<file path="src/rtl/dma_arb_pkg.sv">
package dma_arb_pkg;

  localparam int BEAT_W = 5;

  localparam logic [1:0] MODE_SINGLE  = 2'd0;
  localparam logic [1:0] MODE_BURST4  = 2'd1;
  localparam logic [1:0] MODE_BURST8  = 2'd2;

  // byte size of one beat from the width code
  function automatic logic [2:0] width_bytes(input logic [1:0] w);
    case (w)
      2'd0:    return 3'd1;
      2'd1:    return 3'd2;
      default: return 3'd4;
    endcase
  endfunction

  // beats per service from the mode code
  function automatic logic [BEAT_W-1:0] mode_beats(input logic [1:0] m);
    case (m)
      MODE_SINGLE: return 5'd1;
      MODE_BURST4: return 5'd4;
      MODE_BURST8: return 5'd8;
      default:     return 5'd16;
    endcase
  endfunction

  function automatic logic mode_locks(input logic [1:0] m);
    return m != MODE_SINGLE;
  endfunction

endpackage

</file>
<file path="src/rtl/dma_stream_ctx.sv">
module dma_stream_ctx
  import dma_arb_pkg::*;
#(
  parameter int CNT_W  = 16,
  parameter int ADDR_W = 32,
  parameter int PRIO_W = 2
) (
  input  logic              clk,
  input  logic              rst_n,
  input  logic              arm,
  input  logic [1:0]        arm_width,
  input  logic [1:0]        arm_mode,
  input  logic [PRIO_W-1:0] arm_prio,
  input  logic [CNT_W-1:0]  arm_count,
  input  logic [ADDR_W-1:0] arm_dst,
  input  logic [ADDR_W-1:0] arm_src,
  input  logic              req,
  input  logic              beat,
  input  logic              svc_end,
  input  logic              err_set,
  output logic              pending,
  output logic              done,
  output logic              err,
  output logic [CNT_W-1:0]  count,
  output logic [ADDR_W-1:0] dst,
  output logic [ADDR_W-1:0] src,
  output logic [1:0]        width,
  output logic [1:0]        mode,
  output logic [PRIO_W-1:0] prio
);

  logic armed;
  logic live;
  logic last_item;

  assign live      = armed & ~done;
  assign last_item = beat && (count == CNT_W'(1));

  always_ff @(posedge clk or negedge rst_n) begin
    if (!rst_n) begin
      armed   <= 1'b0;
      done    <= 1'b0;
      err     <= 1'b0;
      pending <= 1'b0;
      count   <= '0;
      dst     <= '0;
      src     <= '0;
      width   <= '0;
      mode    <= '0;
      prio    <= '0;
    end else if (arm) begin
      armed   <= 1'b1;
      done    <= (arm_count == '0);
      err     <= 1'b0;
      pending <= 1'b0;
      count   <= arm_count;
      dst     <= arm_dst;
      src     <= arm_src;
      width   <= arm_width;
      mode    <= arm_mode;
      prio    <= arm_prio;
    end else begin
      if (beat) begin
        count <= count - CNT_W'(1);
        dst   <= dst + ADDR_W'(width_bytes(width));
      end
      if (last_item) done <= 1'b1;
      if (err_set)   err  <= 1'b1;
      // a fresh request survives the end of the service it overlaps
      if (last_item)         pending <= 1'b0;
      else if (req && live)  pending <= 1'b1;
      else if (svc_end)      pending <= 1'b0;
    end
  end

  AST_DONE_AT_ZERO: assert property (@(posedge clk) disable iff (!rst_n)
    done |-> (count == '0));
  AST_BEAT_ONLY_LIVE: assert property (@(posedge clk) disable iff (!rst_n)
    beat |-> (live && count != '0));
  AST_ERR_NO_BEAT: assert property (@(posedge clk) disable iff (!rst_n)
    err_set |-> !beat);

endmodule

</file>
<file path="src/rtl/dma_rr_pick.sv">
module dma_rr_pick #(
  parameter  int N      = 4,
  parameter  int PRIO_W = 2,
  localparam int SID_W  = $clog2(N)
) (
  input  logic              clk,
  input  logic              rst_n,
  input  logic [N-1:0]      pend,
  input  logic [PRIO_W-1:0] prio [N],
  input  logic [SID_W-1:0]  last_id,
  output logic              pick_valid,
  output logic [SID_W-1:0]  pick_id
);

  logic [PRIO_W-1:0] best_prio;
  logic [SID_W-1:0]  sel;
  int                idx;

  // scan in round-robin order; strict compare keeps the earliest tie
  always_comb begin
    pick_valid = 1'b0;
    pick_id    = '0;
    best_prio  = '0;
    sel        = '0;
    idx        = 0;
    for (int off = 1; off <= N; off++) begin
      idx = (int'(last_id) + off) % N;
      sel = SID_W'(idx);
      if (pend[sel] && (!pick_valid || prio[sel] > best_prio)) begin
        pick_valid = 1'b1;
        pick_id    = sel;
        best_prio  = prio[sel];
      end
    end
  end

  AST_PICK_IS_PENDING: assert property (@(posedge clk) disable iff (!rst_n)
    pick_valid |-> pend[pick_id]);
  AST_PICK_WHEN_ANY: assert property (@(posedge clk) disable iff (!rst_n)
    (pend != '0) |-> pick_valid);

endmodule

</file>
<file path="src/rtl/dma_beat_engine.sv">
module dma_beat_engine
  import dma_arb_pkg::*;
#(
  parameter  int N     = 4,
  parameter  int CNT_W = 16,
  localparam int SID_W = $clog2(N)
) (
  input  logic             clk,
  input  logic             rst_n,
  input  logic             pick_valid,
  input  logic [SID_W-1:0] pick_id,
  input  logic [1:0]       pick_mode,
  input  logic [CNT_W-1:0] pick_count,
  input  logic             bus_ready,
  output logic             busy,
  output logic             lock,
  output logic             last,
  output logic [SID_W-1:0] cur_id,
  output logic [SID_W-1:0] last_id,
  output logic             beat_fire,
  output logic             err_fire,
  output logic             grant_fire
);

  logic [BEAT_W-1:0] left;
  logic [BEAT_W-1:0] need;
  logic              fits;

  assign need       = mode_beats(pick_mode);
  assign fits       = (pick_mode == MODE_SINGLE) || (pick_count >= CNT_W'(need));
  assign grant_fire = !busy && pick_valid && fits;
  assign err_fire   = !busy && pick_valid && !fits;
  assign beat_fire  = busy && bus_ready;
  assign last       = busy && (left == BEAT_W'(1));

  always_ff @(posedge clk or negedge rst_n) begin
    if (!rst_n) begin
      busy    <= 1'b0;
      lock    <= 1'b0;
      left    <= '0;
      cur_id  <= '0;
      last_id <= '0;
    end else if (grant_fire) begin
      busy    <= 1'b1;
      lock    <= mode_locks(pick_mode);
      left    <= need;
      cur_id  <= pick_id;
      last_id <= pick_id;
    end else if (err_fire) begin
      last_id <= pick_id;
    end else if (beat_fire) begin
      left <= left - BEAT_W'(1);
      if (last) begin
        busy <= 1'b0;
        lock <= 1'b0;
      end
    end
  end

  AST_LOCK_HELD: assert property (@(posedge clk) disable iff (!rst_n)
    (busy && lock && !(bus_ready && last)) |=> (busy && lock && $stable(cur_id)));
  AST_STALL_HOLD: assert property (@(posedge clk) disable iff (!rst_n)
    (busy && !bus_ready) |=> (busy && $stable(cur_id) && $stable(left) && $stable(lock)));
  AST_ERR_NO_GRANT: assert property (@(posedge clk) disable iff (!rst_n)
    err_fire |=> !busy);
  AST_IDLE_GAP: assert property (@(posedge clk) disable iff (!rst_n)
    (beat_fire && last) |=> !busy);

endmodule

</file>
<file path="src/rtl/dma_stream_arb.sv">
module dma_stream_arb
  import dma_arb_pkg::*;
#(
  parameter  int NUM_STREAMS = 4,
  parameter  int CNT_W       = 16,
  parameter  int ADDR_W      = 32,
  parameter  int PRIO_W      = 2,
  localparam int SID_W       = $clog2(NUM_STREAMS)
) (
  input  logic                   clk,
  input  logic                   rst_n,
  input  logic                   arm_valid,
  input  logic [SID_W-1:0]       arm_id,
  input  logic [1:0]             arm_width,
  input  logic [1:0]             arm_mode,
  input  logic [PRIO_W-1:0]      arm_prio,
  input  logic [CNT_W-1:0]       arm_count,
  input  logic [ADDR_W-1:0]      arm_dst,
  input  logic [ADDR_W-1:0]      arm_src,
  input  logic [NUM_STREAMS-1:0] req,
  output logic                   bus_valid,
  input  logic                   bus_ready,
  output logic                   bus_lock,
  output logic                   bus_last,
  output logic [SID_W-1:0]       bus_stream,
  output logic [1:0]             bus_size,
  output logic [ADDR_W-1:0]      bus_src,
  output logic [ADDR_W-1:0]      bus_dst,
  output logic [NUM_STREAMS-1:0] xfer_done,
  output logic [NUM_STREAMS-1:0] cfg_err
);

  logic [NUM_STREAMS-1:0] pend_v;
  logic [CNT_W-1:0]       cnt_a   [NUM_STREAMS];
  logic [ADDR_W-1:0]      dst_a   [NUM_STREAMS];
  logic [ADDR_W-1:0]      src_a   [NUM_STREAMS];
  logic [1:0]             width_a [NUM_STREAMS];
  logic [1:0]             mode_a  [NUM_STREAMS];
  logic [PRIO_W-1:0]      prio_a  [NUM_STREAMS];

  logic             pick_valid;
  logic [SID_W-1:0] pick_id;
  logic [SID_W-1:0] cur_id;
  logic [SID_W-1:0] last_id;
  logic             busy;
  logic             lock;
  logic             last;
  logic             beat_fire;
  logic             err_fire;
  logic             grant_fire;

  for (genvar g = 0; g < NUM_STREAMS; g++) begin : g_stream
    logic arm_g;
    logic beat_g;
    logic err_g;
    logic end_g;

    assign arm_g  = arm_valid && (arm_id == SID_W'(g));
    assign beat_g = beat_fire && (cur_id == SID_W'(g));
    assign err_g  = err_fire && (pick_id == SID_W'(g));
    assign end_g  = (beat_g && last) || err_g;

    dma_stream_ctx #(
      .CNT_W (CNT_W),
      .ADDR_W(ADDR_W),
      .PRIO_W(PRIO_W)
    ) u_ctx (
      .clk      (clk),
      .rst_n    (rst_n),
      .arm      (arm_g),
      .arm_width(arm_width),
      .arm_mode (arm_mode),
      .arm_prio (arm_prio),
      .arm_count(arm_count),
      .arm_dst  (arm_dst),
      .arm_src  (arm_src),
      .req      (req[g]),
      .beat     (beat_g),
      .svc_end  (end_g),
      .err_set  (err_g),
      .pending  (pend_v[g]),
      .done     (xfer_done[g]),
      .err      (cfg_err[g]),
      .count    (cnt_a[g]),
      .dst      (dst_a[g]),
      .src      (src_a[g]),
      .width    (width_a[g]),
      .mode     (mode_a[g]),
      .prio     (prio_a[g])
    );
  end

  dma_rr_pick #(
    .N     (NUM_STREAMS),
    .PRIO_W(PRIO_W)
  ) u_pick (
    .clk       (clk),
    .rst_n     (rst_n),
    .pend      (pend_v),
    .prio      (prio_a),
    .last_id   (last_id),
    .pick_valid(pick_valid),
    .pick_id   (pick_id)
  );

  dma_beat_engine #(
    .N    (NUM_STREAMS),
    .CNT_W(CNT_W)
  ) u_eng (
    .clk       (clk),
    .rst_n     (rst_n),
    .pick_valid(pick_valid),
    .pick_id   (pick_id),
    .pick_mode (mode_a[pick_id]),
    .pick_count(cnt_a[pick_id]),
    .bus_ready (bus_ready),
    .busy      (busy),
    .lock      (lock),
    .last      (last),
    .cur_id    (cur_id),
    .last_id   (last_id),
    .beat_fire (beat_fire),
    .err_fire  (err_fire),
    .grant_fire(grant_fire)
  );

  assign bus_valid  = busy;
  assign bus_lock   = lock;
  assign bus_last   = last;
  assign bus_stream = cur_id;
  assign bus_size   = width_a[cur_id];
  assign bus_src    = src_a[cur_id];
  assign bus_dst    = dst_a[cur_id];

  AST_DST_STEP: assert property (@(posedge clk) disable iff (!rst_n)
    (bus_valid && bus_ready && !bus_last)
      |=> (bus_dst == $past(bus_dst) + ADDR_W'(width_bytes($past(bus_size)))));
  AST_GRANT_NOT_BUSY: assert property (@(posedge clk) disable iff (!rst_n)
    grant_fire |=> (bus_valid && bus_stream == $past(pick_id)));
  AST_SINGLE_UNLOCKED: assert property (@(posedge clk) disable iff (!rst_n)
    (bus_valid && !bus_lock) |-> bus_last);

endmodule

</file>
<file path="config.mk">
export PLATFORM = sky130hd
export DESIGN_NAME = dma_stream_arb
export DESIGN_NICKNAME = d
export VERILOG_FILES = /design/src/rtl/dma_arb_pkg.sv /design/src/rtl/dma_stream_ctx.sv /design/src/rtl/dma_rr_pick.sv /design/src/rtl/dma_beat_engine.sv /design/src/rtl/dma_stream_arb.sv
export SDC_FILE = /design/constraint.sdc
export NUM_CORES = 1
export LEC_CHECK = 0
export BUFFER_PORTS_ARGS = -buffer_cell sky130_fd_sc_hd__buf_2
export CAP_MARGIN = 20
export CORE_AREA = 8 8 211 213
export CTS_CLUSTER_DIAMETER = 50
export DETAILED_ROUTE_END_ITERATION = 10
export DIE_AREA = 0 0 219 221
export GPL_TIMING_DRIVEN = 0
export PLACE_DENSITY = 0.68
export RECOVER_POWER = 25
export SETUP_SLACK_MARGIN = 0.3
export SLEW_MARGIN = 30
export SYNTH_ARGS = -nofsm -noshare
export SYNTH_HDL_FRONTEND = slang
export SYNTH_SLANG_ARGS = --single-unit
</file>
<file path="constraint.sdc">
create_clock -name clk -period 15.2 [get_ports clk]
set_input_delay 2.28 -clock clk [delete_from_list [all_inputs] [get_ports clk]]
set_output_delay 2.28 -clock clk [all_outputs]
set_load 0.05 [all_outputs]
</file>
# Yosys cells after proc, flatten, opt, wreduce, memory -nomap -nowiden
# Cells that the tools add are included.
# word_totals
elab_cells,300
inputBits,96
reg_bits,371
mem_bits_rw,0
latchBits,0
output_inout_bits,79
memories,0
mem_bits_ro,0
# op_classes
n_div,0
n_shift,0
magnitude_cmp,14
add_sub_neg,13
n_mux,117
n_reduce_logical,76
bitwise,14
eq_ne,21
mul,0
# op_table
cell,n
$mux W32,12
$mux W16,10
$add A32 B3 Y32,4
$bmux W32 S2,2
$eq A16 B1 Y1 const B,4
$sub A16 B1 Y16 const B,4
$mux W1,45
$mux W2,21
$bmux W16 S2,1
$logic_and A1 B1 Y1,32
$reduce_bool A2 Y1,16
$bmux W2 S2,6
$mux W3,8
$pmux W3 S2,4
$ge A3 B3 Y1 const B,6
$not A2 Y3,6
$eq A2 B1 Y1 const B,8
$ge A16 B5 Y1,1
$logic_not A16 Y1,1
$logic_not A2 Y1,8
$reduce_bool A4 Y1,4
$mux W5,3
$pmux W5 S3,1
$eq A2 B2 Y1 const B,7
other kinds (14),41

# Logic depth before layout (Yosys ltp)
# Gate-level depths: netlist (run 1).
# logic_depth
word_depth,34
ltp_mapped,36
ltp_nobuf,32

# By module
# Synthesis (run 1) repeated with hierarchy kept, for this count alone.
# unflattened
hier_cells,1958
area_unflattened_um2,21181.6
# modules_own_cells
module,n_inst,area_each_um2,cells_per_inst
dma_stream_ctx (g_stream[0].u_ctx ...),3,4362.9,411
dma_stream_ctx (g_stream[3].u_ctx),1,4371.7,407
dma_stream_arb,1,2237.1,127
dma_beat_engine,1,800.8,85
dma_rr_pick,1,683.2,106

# Worst setup path after synthesis (run 1)
# Ideal clock, no wire load.
# synth_timing
kind,register -> register
from,register u_eng.last_id[0]
to,register g_stream[0].u_ctx.pending
required_time_ns,15.065
path_stages_with_launch,34
period_less_slack_ns,7.745
setup_slack_ns,7.455
setup_time_ns,0.135
arrival_time_ns,7.610
path_cell_list,dfrtp_1 -> buf_6 -> clkbuf_1 -> clkbuf_1 -> mux2_2 -> o211ai_1 -> ha_1 -> nor2b_1 -> o21ai_0 -> a21oi_4 -> nor2_1 -> a21oi_1 -> ha_1 -> nor2b_1 -> o21ai_0 -> a21o_2 -> o21ai_0 -> ha_1 -> nor2b_1 -> o21ai_0 -> a22oi_4 -> a21o_4 -> mux2i_2 -> buf_4 -> clkbuf_1 -> mux2i_1 -> a21oi_1 -> ha_1 -> and3_1 -> nor3b_1 -> a311oi_2 -> o211ai_2 -> nor4_1 -> o31ai_1
# synth_via
elab_chain_cells,31
# synth_rtl
element,line,source
from (decl),dma_beat_engine.sv:19,"output logic [SID_W-1:0] last_id,"
from (signal assigned),dma_beat_engine.sv:48,last_id <= pick_id;
from (signal assigned),dma_beat_engine.sv:50,last_id <= pick_id;
$add A2 B1 Y2,dma_rr_pick.sv:27,idx = (int'(last_id) + off) % N;
$not A2 Y3,n/a,
$bmux W2 S2,n/a,
$mux W2 (2 in series),n/a,
$mux W2,dma_rr_pick.sv:29,if (pend[sel] && (!pick_valid || prio[sel] > best_prio)) begin
$gt A2 B2 Y1,dma_rr_pick.sv:29,
$logic_or A1 B1 Y1,dma_rr_pick.sv:29,
$logic_and A1 B1 Y1,dma_rr_pick.sv:29,
[14 not listed],n/a,
$pmux W5 S3,dma_arb_pkg.sv:20,case (m)
$ge A16 B5 Y1,dma_beat_engine.sv:30,assign fits = (pick_mode == MODE_SINGLE) || (pick_count >= CNT_W'(need));
$logic_or A1 B1 Y1,dma_beat_engine.sv:30,
$logic_not A1 Y1,dma_beat_engine.sv:32,assign err_fire = !busy && pick_valid && !fits;
$logic_and A1 B1 Y1,dma_beat_engine.sv:32,
$logic_and A1 B1 Y1 *,dma_stream_arb.sv:60,assign err_g = err_fire && (pick_id == SID_W'(g));
$logic_or A1 B1 Y1 *,dma_stream_arb.sv:61,assign end_g = (beat_g && last) || err_g;
$reduce_bool A4 Y1 (no source line) *,n/a,
to (signal assigned),dma_stream_ctx.sv:70,if (last_item) pending <= 1'b0;
to (signal assigned),dma_stream_ctx.sv:71,else if (req && live) pending <= 1'b1;
to (signal assigned),dma_stream_ctx.sv:72,else if (svc_end) pending <= 1'b0;
to (decl),dma_stream_ctx.sv:21,"output logic pending,"
# Mark *: on every way between the ends. The rest lies on a longest branch, timed or not. The select of a mux whose other input is x is not followed.
# A chain may end at the register's enable or synchronous reset.

# Worst setup path after layout (run 1)
# layout_timing
from,register u_eng.last_id[0]
to,register g_stream[1].u_ctx.pending
# layout_via
elab_chain_cells,31
# layout_rtl
element,line
$add A2 B1 Y2,dma_rr_pick.sv:27
$not A2 Y3,n/a
$bmux W2 S2,n/a
$mux W2 (2 in series),n/a
$mux W2,dma_rr_pick.sv:29
$gt A2 B2 Y1,dma_rr_pick.sv:29
$logic_or A1 B1 Y1,dma_rr_pick.sv:29
$logic_and A1 B1 Y1,dma_rr_pick.sv:29
[14 not listed],n/a
$pmux W5 S3,dma_arb_pkg.sv:20
$ge A16 B5 Y1,dma_beat_engine.sv:30
$logic_or A1 B1 Y1,dma_beat_engine.sv:30
$logic_not A1 Y1,dma_beat_engine.sv:32
$logic_and A1 B1 Y1,dma_beat_engine.sv:32
$logic_and A1 B1 Y1 *,dma_stream_arb.sv:60
$logic_or A1 B1 Y1 *,dma_stream_arb.sv:61
$reduce_bool A4 Y1 (no source line) *,n/a
to (signal assigned),dma_stream_ctx.sv:70
to (signal assigned),dma_stream_ctx.sv:71
to (signal assigned),dma_stream_ctx.sv:72
to (decl),dma_stream_ctx.sv:21
# Marks and branches as above.

==> results.txt, run 1 <==
- Combinational group share of total power: 0.519
- CTS placed an instance of clkbuf_16 at the clock tree root.
* Clock power share: 0.210
- Area share of and/or/nand/nor cells after synthesis: 0.210
- Top post-synthesis cells by area: dfrtp_1 (46%), nand2_1 (12%), mux4_2 (7.7%)
- The share of the Yosys chip area taken by registers is 0.456.
- In this run the worst setup path terminates at g_stream[1].u_ctx.pending$_DFFE_PN0P_.
* Worst-margin pin slew: 4.70 ns
- In this run, synthesis produced a sequential element count of 371.
- By area, the combinational part of the netlist is dominated by simple AND/OR/NAND/NOR gates.
* Crit path max fanout: 10
- For this run, the number of standard cells in the final layout without fillers is 2973.
- By startpoint and endpoint, the worst setup path is classified as register to register.
- Number of nets in the final layout: 2524
- In the routed design, unresolved DRC markers number 0.
* Synth Area per Inst: 9.40 sq um
* Distinct cells, synth: 70
* Via total after detailed routing: 17500
- At the worst endpoint, the required time is 15.65 ns.
- Final worst path period need: 9.56 ns
- Area of the core region: 41300 sq um
- Leakage power total: 10.2 nW
- For this design the ratio of total power to cell area is 224 nW/um^2.
* Final core utilization: 0.570
- The max-slew violation total from the final report came to 208.
- Of the total power, the share spent switching nets is 0.456.
- The area fraction in compound gates after synthesis came to 0.0886.
- The number of buffers and inverters on the critical path is 5.
* Area delta synth->final: 15.7%
- The synthesized design contains 0 enable-type register cells.
- The largest individual stage delay along the critical path comes from the cell mux2i_2.
- Using the TritonRoute via totals, the vias-per-cell ratio works out to 5.87.
- Critical path endpoint category: register
* Die area: 48400 sq um
* Number of antenna violations at the first check in global routing: 15
* Worst slew slack as a fraction of its limit: -2.13
* Cell internal power dissipation: 2.87 mW
* Register clock-pin slew on the reported worst setup and hold paths: 0.06 ns
- The share of total power dissipated in sequential elements is 0.271.
* TritonCTS clock tree: built
- The critical path runs through a total of 34 cells.
- Final-layout worst hold slack: 0.465 ns
- By count the netlist is led by nand2_1 (635), dfrtp_1 (371), o21ai_0 (213).
- Of the total synthesized cell area, the portion taken by full adders, half adders and majority gates is 0.0236.
- Global-route wire length before repair: 99500 um
* Reg2reg end: g_stream[1].u_ctx.pending$_DFFE_PN0P_
- Worst supply voltage drop on vdd: 0.225 mV
- Setup repair after global routing left no endpoint under its margin.
- The number of cells on the worst reg-to-reg path is 34.
- In the final routed layout, each cell accounts on average for 21.4 um.
- Post-CTS repair changed the size of 0 cells.
* Max Cap Viol: 3
* Synth warn: 0
- Vias in the first global route: 17700
- Total Negative Setup Slacks: 0 ns
- Family with the most delay on the worst path: compound AO/OA/AOI/OAI gates
* Pre-Repair DR Iteration Count: 6
- Fraction of synthesized cell area in xor and xnor cells: 0.0766
* Clock buffer count from CTS: 46
* Vertical die dimension: 221 um
* Arrival time of the worst setup path: 10.02 ns
* Cell type with the highest aggregate area in the netlist: dfrtp_1
- Of the available clock period, the critical path in the final layout requires 0.629.
- Post-CTS Setup Inserts: 0
- The longest clock path from root to sink contains 3 buffers.
- The final reports fail on max-capacitance violations, max-slew violations.
- Cell count after synthesis: 2165
- Share of final-layout standard cells stronger than drive strength 1: 0.170
- Row generation in the floorplan step produced 75 rows.
- Entering global routing, the biggest net connects 90 pins.
- The total overflow left after global routing is 0.
- The later pin in the worst-skew pair is clocked with a latency of 0.60 ns.
- Instance count after placement with tap cells included: 2882
* Largest stage delay on the critical path: 0.66 ns
- In this run the worst hold path is classified as register to register.
* Net switching component of the power: 2.41 mW
- Overall routing resource usage: 0.260
- Summed over all layers, the routed wires come to 63700 um.
- For this run, the top clock speed supported by timing is 0.105 GHz.
* Number of DRC violations after detailed-routing iteration 0: 1520
- Among all flip-flop cells after synthesis, the most frequent one is dfrtp_1.
- After synthesis, the share of flip-flops with an asynchronous set or reset is 1.00.
- The share of synthesized area in the top cell type comes to 0.456.
* Die width: 219 um
- Cell Area, Synth: 20300 sq um
* RePlAce Congestion: 0.929
* Effective utilization at floorplan: 0.493
- For the final database, setup skew stands at 0.0296 ns.
- Run status: complete, but fails checks
* Placed wire-length estimate: 45900 um
* Post-Syn Nets: 2297
- Total of buffers placed on input and output ports: 174
- Startpoint of the most critical register-to-register path: u_eng.last_id[0]$_DFFE_PN0P_
- Setup violations remaining at the end of the flow were counted as 0.
* Worst setup path start: u_eng.last_id[0]$_DFFE_PN0P_
- Number of hold violations in the final report: 0
* Cell with the most instances after synthesis: nand2_1
- During I/O placement, the number of pins put on the boundary was 175.
- Slack of the worst reg-to-reg path: 5.64 ns
- CTS HTree Levels: 2
- CTS Hold Bufs: 0
- Multiplexer share of the synthesized area: 0.115
- Nature of the critical path startpoint: register
- Clock tree sinks: 371
- ANT nets after route: 0
-- registers in the layout, indices dropped and copies added, names as in the netlist --
name and flops:
g_stream.u_ctx.done 4, g_stream.u_ctx.prio 8, g_stream.u_ctx.err 4, g_stream.u_ctx.pending 4, g_stream.u_ctx.width 8, g_stream.u_ctx.mode 8, g_stream.u_ctx.count 64, g_stream.u_ctx.src 128
g_stream.u_ctx.dst 128, u_eng.busy 1, u_eng.last_id 2, g_stream.u_ctx.armed 4, u_eng.cur_id 2, u_eng.lock 1, u_eng.left 5
-- metrics by stage --
step	setup slack [ns]	cell area (sq um)	power [mW]
final	5.64	23500	5.28
after global routing	4.98	23500	5.57
after CTS	5.79	23600	5.26
after detailed placement	5.77	22000	4.13
after global placement	4.50	21900	4.05
after floorplan	7.45	20300	3.44
-- worst min path at each step --
| stage | start | endpoint | cells past startpoint |
|---|---|---|---|
| floorplan | g_stream[1].u_ctx.armed$_DFFE_PN0P_ | g_stream[1].u_ctx.armed$_DFFE_PN0P_ | 1 |
| global placement | g_stream[0].u_ctx.armed$_DFFE_PN0P_ | g_stream[0].u_ctx.armed$_DFFE_PN0P_ | 1 |
| detailed placement | g_stream[0].u_ctx.armed$_DFFE_PN0P_ | g_stream[0].u_ctx.armed$_DFFE_PN0P_ | 1 |
| CTS | g_stream[2].u_ctx.src[27]$_DFFE_PN0P_ | g_stream[2].u_ctx.src[27]$_DFFE_PN0P_ | 2 |
| global route | g_stream[0].u_ctx.armed$_DFFE_PN0P_ | g_stream[0].u_ctx.armed$_DFFE_PN0P_ | 1 |
| finish | g_stream[1].u_ctx.armed$_DFFE_PN0P_ | g_stream[1].u_ctx.armed$_DFFE_PN0P_ | 1 |
-- layer usage --
layer / up-vias / GRT usage / wire length [um]
met5: - / 0 / 101
met4: 16 / 0.102 / 2320
met3: 158 / 0.0637 / 5760
met2: 740 / 0.408 / 29500
met1: 8699 / 0.345 / 26100
li1: 7850 / - / -
-- kinds of logic (layout without fill, tap and decap cells) --
kind of cell | after synthesis | after routing
AND/OR/NAND/NOR | 981 | 981
flip-flops | 371 | 371
AO/OA/AOI/OAI | 310 | 310
XOR/XNOR | 178 | 178
buffers and inverters | 150 | 414
multiplexers | 139 | 139
adder cells (fa/ha/maj) | 36 | 36
other | 0 | 5
-- cell usage in the layout (no fill, tap or decap), types with 28 or more instances in the layout --
cell type	n
nor2_1	99
dfrtp_1	371
o21ai_0	213
and3_1	28
clkbuf_1	101
inv_1	35
ha_1	32
nand3_1	47
nand2_1	635
mux4_2	70
xnor2_1	81
nor3_1	35
buf_2	178
mux2_2	46
a21oi_1	36
clkbuf_16	46
xor2_1	97
-- final cells by class --
cell class	count	area, sq um
antenna	5	12.5
buffer	115	484
clock buffer	64	1300
clock inverter	21	249
fill	3622	17800
inverter	35	131
multi-input combinational	1644	10500
sequential	371	9280
tap	539	674
timing repair buffer	179	942
-- power by group through the flow --
stage	logic, mW	registers [mW]	clock network [mW]
6_report	2.74	1.43	1.11
5_1_grt	2.95	1.46	1.16
4_1_cts	2.72	1.42	1.12
3_5_place_dp	2.70	1.43	0
3_3_place_gp	2.63	1.42	0
2_1_floorplan	2.06	1.38	0
Power figures use the tool's default switching activity.
==> run 2: changes to the inputs <==
PLACE_DENSITY = 0.71   (was 0.68)
clock period = 8 ns   (was 15.2 ns; I/O delays follow)
==> results.txt, run 2 (synthesis gave the netlist of run 1 again) <==
* Longest Clk Path Bufs: 3 (unchanged)
- The critical path data arrival time was 7.90 ns (-2.12 ns).
- Vertical die dimension: 221 um (unchanged)
* Max Cap Viol: 3 (unchanged)
- The initial cell density of the core is 0.493 (unchanged).
- The highest clock rate came to 0.135 GHz (+29%).
- The critical-path maximum fanout is 10 (unchanged).
- TritonCTS clock tree: built
- The global-route wire length before repair is 102000 um (+2.1%).
* Nature of the critical path startpoint: register
* RePlAce Congestion: 0.943 (+1.5%)
* Total length of routed wires: 64200 um (+0.67%)
* Tightest Hold Check Type: register to register
- The detailed route wirelength on metal2 is 29900 um (+1.4%).
- The total number of vias came to 17500 (+0.48%).
- The count of final hold-check violations is 0 (unchanged).
* Vias in the first global route: 17900 (+0.96%)
- The worst hold path stage count came to 1 (unchanged).
- Clock tree sinks: 371 (unchanged)
- The sum of internal, switching and leakage power is 10.9 mW (+110%).
- Post-detailed-route DRC marker count: 0 (unchanged)
- Share of final-layout standard cells stronger than drive strength 1: 0.183 (+0.0126)
- Leaving out fill and tap cells, the most frequent cells in the layout are nand2_1 (635), dfrtp_1 (371), o21ai_0 (208).
* Power density normalized to cell area: 454 nW/um^2 (+100%)
- STA classifies the critical path endpoint as a register.
- The total congestion overflow came to 0 (unchanged).
- The register clock-pin slew on the reported worst setup and hold paths was 0.06 ns (about the same).
- Routed signal wires occupy layers up through met5.
- Routed WL per cell: 21.5 um (+0.23%)
- Die width: 219 um (unchanged)
* Most common cell after layout, fill and taps aside: nand2_1
- Largest stage delay on the critical path: 0.43 ns (-0.23 ns)
- Total area of sequential cells: 9280 sq um (unchanged)
- By instance count, the cell type seen most on the critical path is ha_1.
- Clock network latency to the later pin of the worst-skew pair: 0.59 ns (about the same)
- Multi-input gate area in the final layout: 10600 sq um (+1.2%)
* Unrepaired setup endpoints after global routing: no
- Worst setup path start: u_eng.last_id[0]$_DFFE_PN0P_
- Slack of the worst reg-to-reg path: 0.58 ns (-5.05 ns)
* Run status: complete, but fails checks
- Final worst path period need: 7.42 ns (-2.15 ns)
- Worst-margin pin slew: 4.33 ns (-0.374 ns)
- The final critical-path share of the clock period is 0.927 (+0.298).
* Register-to-Register Path Depth: 33 (-2.9%)
* Placed wire-length estimate: 46300 um (+1.1%)
* Crit Path Class: register to register
- The number of nets with antenna violations after detailed routing is 0 (unchanged).
- The number of port buffers came to 174 (unchanged).
* Area of the core region: 41300 sq um (unchanged)
- The number of I/O pins is 175 (unchanged).
- The data required time of the critical path was 8.48 ns (-7.17 ns).
- Pre-Repair DR Iteration Count: 6 (unchanged)
* Violations in the final reports: max-capacitance violations, max-slew violations
* Final Worst Setup Slack: 0.583 ns (-5.05 ns)
* Post-route cell area: 23900 sq um (+1.5%)
* Critical path capture point: u_eng.left[0]$_DFFE_PN0P_
* # rows: 75 (unchanged)
- The iteration-0 DRC count of the detailed router came to 1678 (+10%).
- Setup-violating endpoint count in the final report: 0 (unchanged)
- The number of antenna violations at the first check in global routing came to 15 (unchanged).
- Total of fill cells in the finished design: 3559 (-1.7%)
* Root buffer cell: clkbuf_16
- CTS HTree Levels: 2 (unchanged)
- Slowest stage cell, crit path: o211ai_4
- The number of CTS-inserted buffers came to 47 (+2.2%).
- The leakage power figure came to 10.4 nW (+1.8%).
* Largest registers: g_stream.u_ctx.dst (128), g_stream.u_ctx.src (128), g_stream.u_ctx.count (64)
* Post-DR vias/cell: 5.88 (about the same)
- Startpoint of the most critical register-to-register path: u_eng.last_id[0]$_DFFE_PN0P_
- The max-slew violation total from the final report came to 208 (unchanged).
- The combined global-route utilization of all metal layers is 0.265 (+0.00443).
* Worst slew slack as a fraction of its limit: -1.88 (+0.250)
* Largest net degree at the start of global routing: 93 (+3.3%)
- The total length of routed met3 wires was 6480 um (+13%).
- Number of nets in the final layout: 2539 (+0.59%)
* Reg2reg end: u_eng.left[0]$_DFFE_PN0P_
* Die area: 48400 sq um (unchanged)
* Post-route clock skew: 0.0137 ns (-0.0159 ns)
* Post-place setup slack: -1.34 ns (-7.11 ns)
- The met1 wire length was 25700 um (-1.6%).
* Worst supply voltage drop on vdd: 0.431 mV (+92%)
- The standard cell area after detailed placement came to 22000 sq um (about the same).
* Area delta synth->final: 17.4%
## run 2: cell count changes in the layout (fill, tap and decap cells not counted), sizes merged
cell	before	now
buf	200	215
bufinv	3	7
clkbuf	158	150
clkdlybuf4s25	0	1
clkinv	12	13
clkinvlp	4	1
inv	37	40
## run 2: final cells by class
class	count	share of cell area
diodes	5	0.000524
plain buffers	115	0.0212
clock buffers	58	0.0526
clock inverters	26	0.0160
inverters	35	0.00550
multi-input cells	1644	0.443
flip-flops and latches	371	0.389
well taps	539	0.0282
repair buffers	193	0.0444
## run 2: through the flow
| step | TNS [ns] | cells | hold WS (ns) | util |
|---|---|---|---|---|
| finish | 0 | 2986 | 0.469 | 0.579 |
| CTS | 0 | 2974 | 0.475 | 0.576 |
| global placement | -593.28 | 2878 | 0.452 | 0.530 |
| detailed placement | -18.90 | 2884 | 0.458 | 0.534 |
| floorplan | 0 | 2165 | 0.435 | - |
| global route | 0 | 2983 | 0.492 | 0.578 |
## run 2: how the worst min path moves through the flow
stage,startpoint,endpoint,slack [ns]
after CTS,g_stream[2].u_ctx.armed$_DFFE_PN0P_,g_stream[2].u_ctx.armed$_DFFE_PN0P_,0.47
after global routing,g_stream[1].u_ctx.src[13]$_DFFE_PN0P_,g_stream[1].u_ctx.src[13]$_DFFE_PN0P_,0.49
after global placement,g_stream[3].u_ctx.src[26]$_DFFE_PN0P_,g_stream[3].u_ctx.src[26]$_DFFE_PN0P_,0.45
final,g_stream[2].u_ctx.armed$_DFFE_PN0P_,g_stream[2].u_ctx.armed$_DFFE_PN0P_,0.47
after detailed placement,g_stream[2].u_ctx.armed$_DFFE_PN0P_,g_stream[2].u_ctx.armed$_DFFE_PN0P_,0.46
after floorplan,g_stream[1].u_ctx.armed$_DFFE_PN0P_,g_stream[1].u_ctx.armed$_DFFE_PN0P_,0.43
## run 2: routing by layer
metal | vias to the layer above | track usage
li1 | 7881 | -
met1 | 8762 | 0.352
met2 | 748 | 0.412
met3 | 138 | 0.0720
met4 | 18 | 0.0952
met5 | - | 0
## run 2: repair_timing
action,CTS,global route
setup endpoints to repair,17,17
resized for setup,18,20
pin swaps,1,7
setup buffers,6,7
hold buffers,0,0
hold endpoints to repair,0,0
## run 2: power breakdown
part           internal [mW]  total [mW]  switching (mW)
registers               2.29        2.72           0.432
logic                   2.29        5.89            3.60
clock network           1.36        2.25           0.890
## run 2: worst max-delay path: cells and delay by family (launching register included)
| family | cells | cell delay [ns] |
|---|---|---|
| flops | 1 | 0.37 |
| buf+inv | 5 | 0.96 |
| compound gates | 15 | 2.89 |
| mux | 3 | 0.83 |
| fa+ha+maj | 4 | 1.18 |
| simple gates | 6 | 1.05 |
==> run 3: changes to the inputs <==
==> constraint.sdc (replaced) <==
create_clock -name clk -period 8 [get_ports clk]
set_input_delay 0.4 -clock clk [delete_from_list [all_inputs] [get_ports clk]]
set_output_delay 0.4 -clock clk [all_outputs]
set_load 0.05 [all_outputs]
==> results.txt, run 3 (synthesis gave the netlist of run 1 again) <==
- Run status: complete, but fails checks
- The checks that failed: max-capacitance violations, max-slew violations.
- The HPWL after detailed placement was 46300 um (unchanged).
* Final global-route overflow total: 0 (unchanged)
* Max Freq: 0.135 GHz (+0.45%)
* Total of buffers placed on input and output ports: 174 (unchanged)
- The height of the die came to 221 um (unchanged).
* Instance count after placement with tap cells included: 2884 (unchanged)
- The floorplan die area was 48400 sq um (unchanged).
* Clock network latency to the later pin of the worst-skew pair: 0.59 ns (about the same)
* Number of antenna violations at the first check in global routing: 15 (unchanged)
- The iteration-0 DRC count of the detailed router was 1722 (+2.6%).
- The routed via count divided by cell count was 5.87 (-0.14%).
* Post-route cell area: 23900 sq um (unchanged)
* Post-route clock skew: 0.0141 ns (+0.000383 ns)
- The post-synthesis to final-layout area growth was 17.4% (unchanged).
- Pins over their slew limit: 208 (unchanged)
- The final critical-path share of the clock period came to 0.923 (-0.00413).
- The area of the core region is 41300 sq um (unchanged).
- Longest Clk Path Bufs: 3 (unchanged)
- TritonCTS clock tree: built
- Vias in the first global route: 17900 (+0.033%)
* CTS HTree Levels: 2 (unchanged)
- The initial cell density of the core came to 0.493 (unchanged).
- Largest stage delay on the critical path: 0.43 ns (about the same)
- The critical path in this run is classified as register to register.
- Most used cell along the critical path: ha_1
- The path class of the tightest hold or removal check is input pin to register.
- Pre-Repair DR Iteration Count: 5 (-1)
- The post-detailed-route DRC marker count came to 0 (unchanged).
- Setup-violating endpoint count in the final report: 0 (unchanged)
- I/O Pins: 175 (unchanged)
* ANT nets after route: 0 (unchanged)
- The worst setup path is launched from a register.
* Critical path endpoint category: register
- Worst Path Required: 8.48 ns (about the same)
- The global-route wire length before repair is 102000 um (unchanged).
- The final wirelength is 64200 um (+0.10%).
* Most common cell after layout, fill and taps aside: nand2_1
- Worst slew slack as a fraction of its limit: -2.22 (-0.330)
- Unrepaired setup endpoints after global routing: no
- The combined global-route utilization of all metal layers was 0.265 (unchanged).
- The slack of the worst reg-to-reg path was 0.62 ns (+0.03 ns).
* Worst supply voltage drop on vdd: 0.430 mV (-0.22%)
* Total Negative Setup Slacks: 0 ns (unchanged)
* Arrival time of the worst setup path: 7.87 ns (-0.03 ns)
- Share of final-layout standard cells stronger than drive strength 1: 0.183 (-0.000484)
- The critical-path maximum fanout was 10 (unchanged).
- The register clock-pin slew on the reported worst setup and hold paths was 0.06 ns (about the same).
- The count of final hold-check violations was 0 (unchanged).
- Post-detailed-placement cell area: 22000 sq um (unchanged)
- The number of standard cells in the layout, taps in and fillers out came to 2986 (unchanged).
* Clock tree sinks: 371 (unchanged)
- The number of core rows was 75 (unchanged).
* Commonest cells after routing, fill and taps aside: nand2_1 (635), dfrtp_1 (371), o21ai_0 (208)
- Clock buffer count from CTS: 47 (unchanged)
- Sum of internal, switching and leakage power: 10.8 mW (about the same)
- Leakage power total: 10.4 nW (about the same)
* Worst-margin pin slew: 4.82 ns (+0.496 ns)
- The final period demand of the worst path is 7.38 ns (-0.0330 ns).
- Root buffer cell: clkbuf_16
- Final core utilization: 0.579 (unchanged)
* Largest net degree at the start of global routing: 93 (unchanged)
- The wire length per cell is 21.5 um (+0.10%).
- Total of fill cells in the finished design: 3561 (+0.056%)
- The max capacitance violation total is 3 (unchanged).
- Via total after detailed routing: 17500 (-0.14%)
- On the critical path, the stage with the largest delay is an instance of o211ai_4.
* Die width: 219 um (unchanged)
* RePlAce Congestion: 0.943 (unchanged)
- The largest registers in the layout are g_stream.u_ctx.dst (128), g_stream.u_ctx.src (128), g_stream.u_ctx.count (64).
- Number of nets in the final layout: 2540 (+0.039%)
- The power per unit of standard cell area came to 454 nW/um^2 (about the same).
## run 3: final cells by class
type	instances	area, sq um	share of cell area
diodes	4	10.0	0.000419
plain buffers	115	507	0.0212
clock buffers	58	1260	0.0526
clock inverters	26	383	0.0160
inverters	35	131	0.00550
multi-input cells	1644	10600	0.443
flip-flops and latches	371	9280	0.389
well taps	539	674	0.0282
repair buffers	194	1060	0.0445
## run 3: stage by stage
stage | worst slack (ns) | hold WS (ns)
2_1_floorplan | 0.397 | 0.104
5_1_grt | 0.236 | 0.0360
3_5_place_dp | -1.34 | 0.309
4_1_cts | 0.279 | 0.0189
6_report | 0.616 | 0.0424
3_3_place_gp | -1.01 | 0.452
## run 3: routing by layer
layer / global-route usage / part of all wire / vias up
met5: 0 / 0.0019 / -
met4: 0.0952 / 0.032 / 20
met3: 0.0720 / 0.10 / 145
met2: 0.412 / 0.47 / 771
met1: 0.352 / 0.40 / 8698
li1: - / - / 7888
## run 3: final timing paths
check,from,to,cells past startpoint
hold / removal,arm_src[23],g_stream[3].u_ctx.src[23]$_DFFE_PN0P_,3
max in group asynchronous,rst_n,g_stream[2].u_ctx.src[26]$_DFFE_PN0P_,3
setup reg to reg,u_eng.last_id[0]$_DFFE_PN0P_,u_eng.left[0]$_DFFE_PN0P_,33
setup / recovery,u_eng.last_id[0]$_DFFE_PN0P_,u_eng.left[0]$_DFFE_PN0P_,33
hold reg to reg,g_stream[2].u_ctx.armed$_DFFE_PN0P_,g_stream[2].u_ctx.armed$_DFFE_PN0P_,1
min in group asynchronous,rst_n,g_stream[1].u_ctx.count[6]$_DFFE_PN0P_,2
## run 3: repair_timing
item                       CTS  global route
gates resized for setup     18            20
hold buffers                 1             0
pin swaps                    1             7
setup endpoints to repair   17            17
hold endpoints to repair    36             0
buffers inserted             6             7
## run 3: critical path, delay by kind of cell, from the launching register on
family          cells  cell delay, ns
buf+inv             5            0.97
flops               1            0.37
mux                 3            0.83
fa+ha+maj           4            1.18
compound gates     15            2.87
simple gates        6            1.05
## run 3: power breakdown
part / internal, mW / switching, mW / total (mW)
Combinational: 2.29 / 3.59 / 5.88
Clock: 1.36 / 0.889 / 2.25
Sequential: 2.29 / 0.433 / 2.72
Total: 5.94 / 4.91 / 10.8
